==> src/rtl/mpdbg_pkg.sv <==
package mpdbg_pkg;
  localparam int MAX_CORES = 16;
  localparam int SS_BASE   = 16;

  typedef enum logic [1:0] {
    STEP_IDLE    = 2'd0,
    STEP_RUN     = 2'd1,
    STEP_REENTER = 2'd2
  } step_state_e;

  // bit i set for each core that exists
  function automatic logic [MAX_CORES-1:0] present_mask(int n);
    logic [MAX_CORES-1:0] m;
    for (int i = 0; i < MAX_CORES; i++) m[i] = (i < n);
    return m;
  endfunction

  function automatic logic [31:0] pack_break_step(logic [15:0] brk, logic [15:0] stp);
    return {stp, brk};
  endfunction

  // cores whose break bit falls while they sit in debug mode
  function automatic logic [15:0] resume_edges(logic [15:0] old_brk, logic [15:0] new_brk,
                                               logic [15:0] in_dbg);
    return old_brk & ~new_brk & in_dbg;
  endfunction

  // cores to be stopped when a masked core has just halted
  function automatic logic [15:0] halt_targets(logic [15:0] rise, logic [15:0] msk,
                                               logic [15:0] in_dbg);
    return (|(rise & msk)) ? ~in_dbg : 16'h0000;
  endfunction
endpackage

==> src/rtl/mpdbg_regs.sv <==
module mpdbg_regs
  import mpdbg_pkg::*;
#(
  parameter int NCORES = 4
) (
  input  logic              clk,
  input  logic              rst_n,
  input  logic              reg_wr,
  input  logic              reg_sel,
  input  logic [3:0]        reg_core,
  input  logic [31:0]       reg_wdata,
  output logic [31:0]       reg_rdata,
  input  logic [NCORES-1:0] core_dbg,
  output logic [NCORES-1:0] brk_bits,
  output logic [NCORES-1:0] step_bits,
  output logic [NCORES-1:0] mask_bits,
  output logic [NCORES-1:0] resume_pulse
);
  localparam logic [15:0] PRESENT = present_mask(NCORES);

  logic              win_ok, wr_bs, wr_mask;
  logic [NCORES-1:0] brk_q, step_q, mask_q, resume_q;
  logic [15:0]       brk_w, step_w, mask_w, dbg_w, wbrk_w, res_w;

  assign win_ok  = (reg_core == 4'd0);
  assign wr_bs   = reg_wr & win_ok & ~reg_sel;
  assign wr_mask = reg_wr & win_ok &  reg_sel;

  always_comb begin
    brk_w  = '0; step_w = '0; mask_w = '0; dbg_w = '0; wbrk_w = '0;
    brk_w[NCORES-1:0]  = brk_q;
    step_w[NCORES-1:0] = step_q;
    mask_w[NCORES-1:0] = mask_q;
    dbg_w[NCORES-1:0]  = core_dbg;
    wbrk_w = reg_wdata[15:0] & PRESENT;
    res_w  = resume_edges(brk_w, wbrk_w, dbg_w);
  end

  always_ff @(posedge clk or negedge rst_n) begin
    if (!rst_n) begin
      brk_q    <= '0;
      step_q   <= '0;
      mask_q   <= '0;
      resume_q <= '0;
    end else begin
      resume_q <= wr_bs ? res_w[NCORES-1:0] : '0;
      if (wr_bs) begin
        brk_q  <= reg_wdata[NCORES-1:0];
        step_q <= reg_wdata[SS_BASE +: NCORES];
      end
      if (wr_mask) mask_q <= reg_wdata[NCORES-1:0];
    end
  end

  always_comb begin
    if (!win_ok)      reg_rdata = '0;
    else if (reg_sel) reg_rdata = {16'h0000, mask_w};
    else              reg_rdata = pack_break_step(brk_w, step_w);
  end

  assign brk_bits     = brk_q;
  assign step_bits    = step_q;
  assign mask_bits    = mask_q;
  assign resume_pulse = resume_q;

  AST_FOREIGN_WRITE_IGNORED: assert property (@(posedge clk) disable iff (!rst_n)
    (reg_wr && reg_core != 4'd0) |=> ($stable(brk_q) && $stable(step_q) && $stable(mask_q)));
  AST_RESUME_ONE_CYCLE: assert property (@(posedge clk) disable iff (!rst_n)
    (resume_q != '0) |=> ((resume_q & $past(resume_q)) == '0));
  AST_ABSENT_BITS_ZERO: assert property (@(posedge clk) disable iff (!rst_n)
    (reg_rdata & ~{PRESENT, PRESENT}) == 32'h0);
endmodule

==> src/rtl/mpdbg_step.sv <==
module mpdbg_step
  import mpdbg_pkg::*;
(
  input  logic clk,
  input  logic rst_n,
  input  logic step_en,
  input  logic dbg_now,
  input  logic dbg_fall,
  input  logic retired,
  output logic reenter
);
  step_state_e st_q, st_d;

  always_comb begin
    st_d = st_q;
    unique case (st_q)
      STEP_IDLE:    if (step_en && dbg_fall) st_d = STEP_RUN;
      STEP_RUN:     if (retired)             st_d = STEP_REENTER;
      STEP_REENTER: if (dbg_now)             st_d = STEP_IDLE;
      default:                               st_d = STEP_IDLE;
    endcase
  end

  always_ff @(posedge clk or negedge rst_n) begin
    if (!rst_n) st_q <= STEP_IDLE;
    else        st_q <= st_d;
  end

  assign reenter = (st_q == STEP_REENTER);

  AST_REENTER_AFTER_RETIRE: assert property (@(posedge clk) disable iff (!rst_n)
    $rose(reenter) |-> $past(retired));
  AST_REENTER_HELD: assert property (@(posedge clk) disable iff (!rst_n)
    (reenter && !dbg_now) |=> reenter);
endmodule

==> src/rtl/mpdbg_halt_prop.sv <==
module mpdbg_halt_prop
  import mpdbg_pkg::*;
#(
  parameter int NCORES = 4
) (
  input  logic              clk,
  input  logic              rst_n,
  input  logic [NCORES-1:0] core_dbg,
  input  logic [NCORES-1:0] mask_bits,
  output logic [NCORES-1:0] dbg_rise,
  output logic [NCORES-1:0] dbg_fall,
  output logic [NCORES-1:0] prop_req
);
  logic [NCORES-1:0] dbg_q, req_q;
  logic [15:0]       rise_w, mask_w, dbg_w, tgt_w;

  assign dbg_rise = core_dbg & ~dbg_q;
  assign dbg_fall = ~core_dbg & dbg_q;

  always_comb begin
    rise_w = '0; mask_w = '0; dbg_w = '0;
    rise_w[NCORES-1:0] = dbg_rise;
    mask_w[NCORES-1:0] = mask_bits;
    dbg_w[NCORES-1:0]  = core_dbg;
    tgt_w = halt_targets(rise_w, mask_w, dbg_w);
  end

  always_ff @(posedge clk or negedge rst_n) begin
    if (!rst_n) begin
      dbg_q <= '0;
      req_q <= '0;
    end else begin
      dbg_q <= core_dbg;
      req_q <= (req_q | tgt_w[NCORES-1:0]) & ~core_dbg;
    end
  end

  assign prop_req = req_q;

  for (genvar g = 0; g < NCORES; g++) begin : g_chk
    AST_PROP_DROPS_ON_HALT: assert property (@(posedge clk) disable iff (!rst_n)
      (req_q[g] && core_dbg[g]) |=> !req_q[g]);
    AST_PROP_NEEDS_MASK: assert property (@(posedge clk) disable iff (!rst_n)
      $rose(req_q[g]) |-> $past((dbg_rise & mask_bits) != '0));
  end
endmodule

==> src/rtl/mp_break_step.sv <==
module mp_break_step #(
  parameter int NCORES = 4
) (
  input  logic              clk,
  input  logic              rst_n,
  input  logic              reg_wr,
  input  logic              reg_sel,
  input  logic [3:0]        reg_core,
  input  logic [31:0]       reg_wdata,
  output logic [31:0]       reg_rdata,
  input  logic [NCORES-1:0] core_dbg,
  input  logic [NCORES-1:0] core_bw_en,
  input  logic [NCORES-1:0] core_retired,
  output logic [NCORES-1:0] core_force,
  output logic [NCORES-1:0] core_resume,
  output logic [NCORES-1:0] core_step
);
  logic [NCORES-1:0] brk_bits, step_bits, mask_bits;
  logic [NCORES-1:0] dbg_rise, dbg_fall, prop_req, reenter;

  mpdbg_regs #(.NCORES(NCORES)) u_regs (
    .clk(clk), .rst_n(rst_n), .reg_wr(reg_wr), .reg_sel(reg_sel),
    .reg_core(reg_core), .reg_wdata(reg_wdata), .reg_rdata(reg_rdata),
    .core_dbg(core_dbg), .brk_bits(brk_bits), .step_bits(step_bits),
    .mask_bits(mask_bits), .resume_pulse(core_resume)
  );

  mpdbg_halt_prop #(.NCORES(NCORES)) u_prop (
    .clk(clk), .rst_n(rst_n), .core_dbg(core_dbg), .mask_bits(mask_bits),
    .dbg_rise(dbg_rise), .dbg_fall(dbg_fall), .prop_req(prop_req)
  );

  for (genvar g = 0; g < NCORES; g++) begin : g_core
    mpdbg_step u_step (
      .clk(clk), .rst_n(rst_n), .step_en(step_bits[g]), .dbg_now(core_dbg[g]),
      .dbg_fall(dbg_fall[g]), .retired(core_retired[g]), .reenter(reenter[g])
    );
  end

  assign core_force = (brk_bits & core_bw_en) | prop_req | reenter;
  assign core_step  = step_bits;

  AST_GATED_BREAK: assert property (@(posedge clk) disable iff (!rst_n)
    ((core_force & ~prop_req & ~reenter) & ~core_bw_en) == '0);
endmodule

==> config.mk <==
export PLATFORM = sky130hd
export DESIGN_NAME = mp_break_step
export DESIGN_NICKNAME = d
export VERILOG_FILES = /design/src/rtl/mpdbg_pkg.sv /design/src/rtl/mpdbg_regs.sv /design/src/rtl/mpdbg_step.sv /design/src/rtl/mpdbg_halt_prop.sv /design/src/rtl/mp_break_step.sv
export SDC_FILE = /design/constraint.sdc
export NUM_CORES = 1
export LEC_CHECK = 0
export CAP_MARGIN = 20
export CORE_ASPECT_RATIO = 1.2
export CORE_UTILIZATION = 35
export DETAILED_ROUTE_END_ITERATION = 8
export PLACE_DENSITY = 0.76
export SLEW_MARGIN = 20
export SYNTH_ARGS = -nofsm -noshare
export SYNTH_HDL_FRONTEND = slang
export SYNTH_SLANG_ARGS = --single-unit
==> constraint.sdc <==
create_clock -name clk -period 1.9 [get_ports clk]
set_clock_uncertainty 0.05 [all_clocks]
set_input_delay 0.19 -clock clk [delete_from_list [all_inputs] [get_ports clk]]
set_output_delay 0.19 -clock clk [all_outputs]
set_load 0.1 [all_outputs]
==> reports/qor.yml, run 1 <==
vias: 1159
period_share: 0.983
criticalPathCategory: "primary input to primary output"
rsz0062_at_grt: "no"
grt_max_degree: 33
clock_path_buffers: 2
netlist_area_um2: 1650
overflow: 0
post_cts_buffers: 0
powerDensity_nw_per_um2: 1030
gp_congestion: 0.713
grt_pass1_vias: 1096
cp_max_fo: 4
initial_utilization: 0.362
final_antenna_net_count: 0
synth_top_area_cell: "dfrtp_1"
synth_top_area_frac: 0.485
dp_hpwl_mm: 2.41
cts_resized: 0
maxCapViolCount: 0
ys_ff_latch: 32
yosys_warnings: 0
detailed_place.area_um2: 2170
total_power_uw: 2320
grt_use_total: 0.139
rows: 27
fin_setup_tns_ps: 0
synth.area.top_cells: "dfrtp_1 (48%), buf_4 (13%), mux2_4 (5.5%)"
drt-wirelength-per-cell_um: 12.4
core_area_um2: 4560
fmax_mhz: 536
finalHoldViolCount: 0
worstPathArrival_ps: 1630
cp.required_ps: 1660
holdWs_ps: 263
cts_tree: "built"
hold_path_class: "primary input to async pin"
yosysMostFrequentCell: "dfrtp_1"
num_io_pins: 96
irDropWorstVdd_v: 0.000554
netlist_instances: 150
drtIter0Drc: 40
outcome: "finished, final reports clean"
syn_area_per_cell_um2: 11.0
n_antenna_cell: 0
final_design_area_no_fill_um2: 2260
die-area_um2: 5000
yosysSeqAreaShare: 0.485
fillers: 426
path_clk_slew_ps: 60
die_x_um: 64.7
synthDistinctLibCells: 27
cp-start-kind: "primary input"
root_buffer: "clkbuf_8"
p_leak_uw: 0.00108
synthFlopType: "dfrtp_1"
port_buffers: 47
r2r_cells: 3
area_growth_pct: 36.9
fin_crit_ps: 1870
drt-total-wl_mm: 3.21
cp-end-kind: "primary output"
synth_edf_count: 0
drcViolationCount: 0
dieHeight_um: 77.3
numCtsBuffers: 5
grt_pass1_wl_mm: 5.17
clk_latency_ps: 270
synth_common_cells: "dfrtp_1 (32), buf_4 (28), nor2_1 (12)"
dr.pass1.iters: 4
via_per_inst: 4.47
holdBufCountCts: 0
setup_viol: 0
htreeDepth: 2
cts_sinks: 32
nets: 252
drive_gt1_frac: 0.244
async_reset_ff_frac: 1.00
antenna_found_initial: 0
final_max_slew_viol_count: 0
-- per-stage QoR --
step,setup WS (ps),utilization,instances
finish,33.2,0.496,259
global route,5.79,0.496,259
CTS,38.6,0.496,259
detailed placement,51.6,0.476,251
global placement,31.4,0.476,251
floorplan,-382,-,173
-- cell type report --
class / count / area (um2) / share of cell area
clock buffer: 8 / 90.1 / 0.0398
inverter: 3 / 11.3 / 0.00498
multi-input combinational: 108 / 693 / 0.307
sequential: 32 / 801 / 0.354
tap: 58 / 72.6 / 0.0321
timing repair buffer: 50 / 593 / 0.262
-- worst paths after layout --
| kind | startpoint | end | slack [ps] |
|---|---|---|---|
| worst max-delay path | reg_core[0] | reg_rdata[2] | 30 |
| worst min-delay path | rst_n | g_core[1].u_step.st_q[1] | 260 |
| worst max register to register | u_regs.step_bits[2] | g_core[2].u_step.st_q[0] | 840 |
| worst min register to register | g_core[0].u_step.st_q[1] | g_core[0].u_step.st_q[0] | 390 |
| max in group asynchronous | rst_n | g_core[2].u_step.st_q[1] | 1250 |
| min in group clk | g_core[0].u_step.st_q[1] | g_core[0].u_step.st_q[0] | 390 |
-- kinds of logic after synthesis --
kind of cell	share of synthesized area
buffers and inverters	0.148
multiplexers	0.120
AO/OA/AOI/OAI	0.0553
AND/OR/NAND/NOR	0.190
flip-flops	0.485
other	0.00227
-- worst max-delay path, cell delays in order --
cell and delay [ps]:
clkdlybuf4s50_1 440, nor3_4 210, or2b_1 320, nor2_1 250, buf_12 210
-- cells in the final DEF (no fill, tap or decap), drive strengths merged --
cell type	n
dfrtp	32
clkdlybuf4s50	27
conb	24
buf	23
nor2	13
mux2	12
a21oi	10
nand2	10
clkbuf	8
nand2b	6
nor3	5
and3b	4
and3	4
mux2i	4
inv	3
or3	3
nand3b	3
o21ai	3
nand3	2
or2b	1
a221o	1
a32oi	1
nand4b	1
o31ai	1
-- flip-flops by register name, indices dropped and copies added (netlist names) --
signal / count
u_regs.resume_pulse: 4
u_regs.mask_bits: 4
g_core.u_step.st_q: 8
u_regs.step_bits: 4
u_prop.prop_req: 4
u_regs.brk_bits: 4
u_prop.dbg_q: 4
-- metal layers --
| layer | up-vias | part of all wire | global-route usage |
|---|---|---|---|
| met4 | 0 | 0.0066 | 0.0533 |
| met1 | 554 | 0.45 | 0.176 |
| met5 | - | 0 | 0 |
| met3 | 2 | 0.060 | 0.0491 |
| met2 | 42 | 0.48 | 0.213 |
| li1 | 561 | - | - |
-- power by group --
| group | switching [uW] | total [uW] | internal, uW |
|---|---|---|---|
| Sequential | 75.2 | 846 | 770 |
| Clock | 227 | 522 | 295 |
| Combinational | 668 | 954 | 286 |
| Total | 970 | 2320 | 1350 |
Note: power is estimated with default switching activity, not from simulation.
==> run 2: changes to the inputs <==
--- a/config.mk
+++ b/config.mk
@@ -7,9 +7,11 @@
 export LEC_CHECK = 0
 export CAP_MARGIN = 20
 export CORE_ASPECT_RATIO = 1.2
+export CORE_MARGIN = 4
 export CORE_UTILIZATION = 35
 export DETAILED_ROUTE_END_ITERATION = 8
 export PLACE_DENSITY = 0.76
+export REMOVE_ABC_BUFFERS = 1
 export SLEW_MARGIN = 20
 export SYNTH_ARGS = -nofsm -noshare
 export SYNTH_HDL_FRONTEND = slang
==> reports/qor.yml, run 2 (synthesis results as in run 1) <==
outcome: "finished, final reports clean"
finalHoldViolCount: 0
antenna_found_initial: 0
path_clk_slew_ps: 60
largest_register: "g_core.u_step.st_q"
maxCapViolCount: 0
grt_max_degree: 33
drtIter0Drc: 29
numCtsBuffers: 5
cts_resized: 0
initial_utilization: 0.359
rows: 27
final_antenna_net_count: 0
dp_hpwl_mm: 2.67
critPathSlowestCell: "clkdlybuf4s50_1"
placed_cells: 251
seqPwrFrac: 0.361
die-area_um2: 5890
fmax_mhz: 536
dr.pass1.iters: 4
setup_viol: 0
fin_crit_ps: 1870
p_switching_uw: 986
final_common_cell: "dfrtp_1"
drcViolationCount: 0
cp-start-kind: "primary input"
area_growth_pct: 36.9
port_buffers: 47
final_cells: 259
dieHeight_um: 83.3
rrSetupSlack_ps: 850
n_antenna_cell: 0
criticalPathCategory: "primary input to primary output"
cp.required_ps: 1660
grt_pass1_vias: 1238
cp_slowest_stage_delay_ps: 440
p_sw_frac: 0.422
p_leak_uw: 0.00108
p_clk_frac: 0.230
period_share: 0.982
grt_use_total: 0.126
hold_path_class: "primary input to async pin"
fillers: 431
overflow: 0
cp-end-kind: "primary output"
gp_congestion: 0.715
drt-wirelength-per-cell_um: 13.5
holdWs_ps: 254
final_cell_mix: "dfrtp_1 (32), clkdlybuf4s50_1 (27), conb_1 (24)"
num_io_pins: 96
vias: 1150
holdBufCountCts: 0
clk_latency_ps: 280
clock_path_buffers: 2
nets: 252
cts_sinks: 32
drive_gt1_frac: 0.244
path_cells: "clkdlybuf4s50_1 > nor3_4 > or2b_1 > nor2_1 > buf_12"
post_cts_buffers: 0
via_per_inst: 4.44
rsz0062_at_grt: "yes"
powerDensity_nw_per_um2: 1030
die_x_um: 70.7
cts_tree: "built"
drt-total-wl_mm: 3.49
irDropWorstVdd_v: 0.000472
largest_reg_flops: 8
p_int_uw: 1350
worstPathArrival_ps: 1630
crit_family: "simple AND/OR/NAND/NOR gates"
htreeDepth: 2
grt_pass1_wl_mm: 5.87
final_max_slew_viol_count: 0
cp_num_buf_inv: 2
p_comb_frac: 0.409
cp_max_fo: 4
root_buffer: "clkbuf_8"
core_area_um2: 4590
## run 2: cell counts in the layout (fill, tap and decap cells not counted)
Identical to the previous run, type by type.
## run 2: layout make-up
class	instances	area [um2]	share of cell area
timing repair buffer	50	593	0.262
tap	58	72.6	0.0321
sequential	32	801	0.354
clock buffer	8	90.1	0.0398
inverter	3	11.3	0.00498
multi-input combinational	108	693	0.307
## run 2: worst paths after layout
kind / end / cells past startpoint / startpoint
max: reg_rdata[2] / 5 / reg_core[0]
min reg2reg: g_core[2].u_step.st_q[0] / 1 / g_core[2].u_step.st_q[1]
min: g_core[1].u_step.st_q[0] / 2 / rst_n
max in group asynchronous: u_prop.dbg_q[0] / 2 / rst_n
max reg2reg: g_core[1].u_step.st_q[0] / 2 / g_core[1].u_step.st_q[0]
min in group clk: g_core[2].u_step.st_q[0] / 1 / g_core[2].u_step.st_q[1]
## run 2: layer usage
layer / vias to the layer above / routed length [um] / part of all wire / GRT usage
met1: 533 / 1520 / 0.44 / 0.157
met3: 9 / 324 / 0.093 / 0.0436
met5: - / 0 / 0 / 0
li1: 556 / - / - / -
met4: 0 / 72 / 0.021 / 0.0615
met2: 52 / 1570 / 0.45 / 0.191
## run 2: power groups by stage
stage          Combinational (uW)  Clock (uW)  Sequential [uW]
4_1_cts                       962         553              846
3_3_place_gp                  950           0              855
6_report                      955         538              844
2_1_floorplan                 571           0              958
5_1_grt                       995         579              859
3_5_place_dp                  961           0              858
## run 2: stage by stage
| step | cell area (um2) | TNS, ps | total power [uW] | setup WS [ps] | utilization |
|---|---|---|---|---|---|
| finish | 2260 | 0 | 2340 | 34.0 | 0.492 |
| global route | 2260 | -62.1 | 2430 | -22.3 | 0.492 |
| CTS | 2260 | 0 | 2360 | 18.0 | 0.492 |
| detailed placement | 2170 | 0 | 1820 | 20.1 | 0.472 |
| global placement | 2170 | 0 | 1800 | 24.1 | 0.472 |
| floorplan | 1510 | -1530 | 1530 | -382 | - |
==> run 3: changes to the inputs <==
--- a/config.mk
+++ b/config.mk
@@ -11,7 +11,6 @@
 export CORE_UTILIZATION = 35
 export DETAILED_ROUTE_END_ITERATION = 8
 export PLACE_DENSITY = 0.76
-export REMOVE_ABC_BUFFERS = 1
 export SLEW_MARGIN = 20
 export SYNTH_ARGS = -nofsm -noshare
 export SYNTH_HDL_FRONTEND = slang
==> reports/qor.yml, run 3 (synthesis results as in run 1) <==
outcome: "finished, final reports clean"
drcViolationCount: 0
holdBufCountCts: 0
p_leak_uw: 0.00108
cts_sinks: 32
criticalPathCategory: "primary input to primary output"
worstPathArrival_ps: 1540
final_design_area_no_fill_um2: 2270
final_max_slew_viol_count: 0
maxCapViolCount: 0
grt_max_degree: 33
grt_pass1_wl_mm: 5.62
via_per_inst: 4.43
final_cells: 259
core_area_um2: 4590
cp.required_ps: 1660
final_antenna_net_count: 0
vias: 1148
cp_slowest_stage_delay_ps: 450
clock_path_buffers: 2
irDropWorstVdd_v: 0.000569
cp_max_fo: 4
root_buffer: "clkbuf_8"
clk_latency_ps: 280
htreeDepth: 2
largest_register: "g_core.u_step.st_q"
rsz0062_at_grt: "no"
detailed_place.area_um2: 2170
cp-start-kind: "primary input"
powerDensity_nw_per_um2: 1020
dp_hpwl_mm: 2.67
final_common_cell: "dfrtp_1"
cts_tree: "built"
die-area_um2: 5890
drtIter0Drc: 30
drt-wirelength-per-cell_um: 12.9
path_clk_slew_ps: 60
nets: 252
num_io_pins: 96
final_cell_mix: "dfrtp_1 (32), clkdlybuf4s50_1 (27), conb_1 (24)"
rows: 27
critPathSlowestCell: "clkdlybuf4s50_1"
fin_crit_ps: 1780
grt_pass1_vias: 1174
drt-total-wl_mm: 3.34
dieHeight_um: 83.3
port_buffers: 47
crit_family: "simple AND/OR/NAND/NOR gates"
period_share: 0.938
area_growth_pct: 37.7
antenna_found_initial: 0
grt_use_total: 0.123
finalHoldViolCount: 0
largest_reg_flops: 8
drive_gt1_frac: 0.269
dr.pass1.iters: 4
total_power_uw: 2320
cp_num_buf_inv: 2
gp_congestion: 0.688
fin_setup_tns_ps: 0
cp-end-kind: "primary output"
setup_viol: 0
hold_path_class: "primary input to async pin"
final_util: 0.495
placed_cells: 251
initial_utilization: 0.359
n_antenna_cell: 0
overflow: 0
path_cells: "clkdlybuf4s50_1 > nor3_4 > or2b_4 > nor2_2 > buf_12"
numCtsBuffers: 5
die_x_um: 70.7
fmax_mhz: 561
run 3: report_power, final:
group / total (uW) / switching, uW / internal [uW]
Combinational: 957 / 671 / 287
Clock: 520 / 225 / 295
Sequential: 845 / 74.4 / 771
Total: 2320 / 970 / 1350
run 3: final timing paths:
check | startpoint | to | slack (ps) | cells after the start
max in group asynchronous | rst_n | u_regs.step_bits[2] | 1260 | 2
hold / removal | rst_n | g_core[1].u_step.st_q[0] | 250 | 2
hold reg to reg | g_core[0].u_step.st_q[1] | g_core[0].u_step.st_q[0] | 390 | 1
setup / recovery | reg_core[0] | reg_rdata[0] | 120 | 5
min in group clk | g_core[0].u_step.st_q[1] | g_core[0].u_step.st_q[0] | 390 | 1
setup reg to reg | u_regs.mask_bits[1] | u_prop.prop_req[2] | 860 | 3
run 3: what timing repair did:
action                                  4_1_cts  5_1_grt
buffers inserted                              0        0
endpoints found under the setup margin        0        4
resized for setup                             0        5
run 3: area by class of cell:
type	count	area (um2)
sequential	32	801
inverter	3	11.3
clock buffer	8	90.1
fill	438	2320
timing repair buffer	50	593
multi-input combinational	108	707
tap	58	72.6
run 3: metal layers:
metal / global-route usage / wire length, um / up-vias
met5: 0 / 0 / -
met4: 0.0564 / 82 / 0
met3: 0.0533 / 269 / 8
met2: 0.189 / 1640 / 46
met1: 0.148 / 1350 / 536
li1: - / - / 558
run 3: through the flow:
step,hold WS [ps],setup WS [ps]
4_1_cts,265,6.86
6_report,253,119
2_1_floorplan,-156,-382
3_3_place_gp,369,58.0
3_5_place_dp,388,8.12
5_1_grt,276,26.5
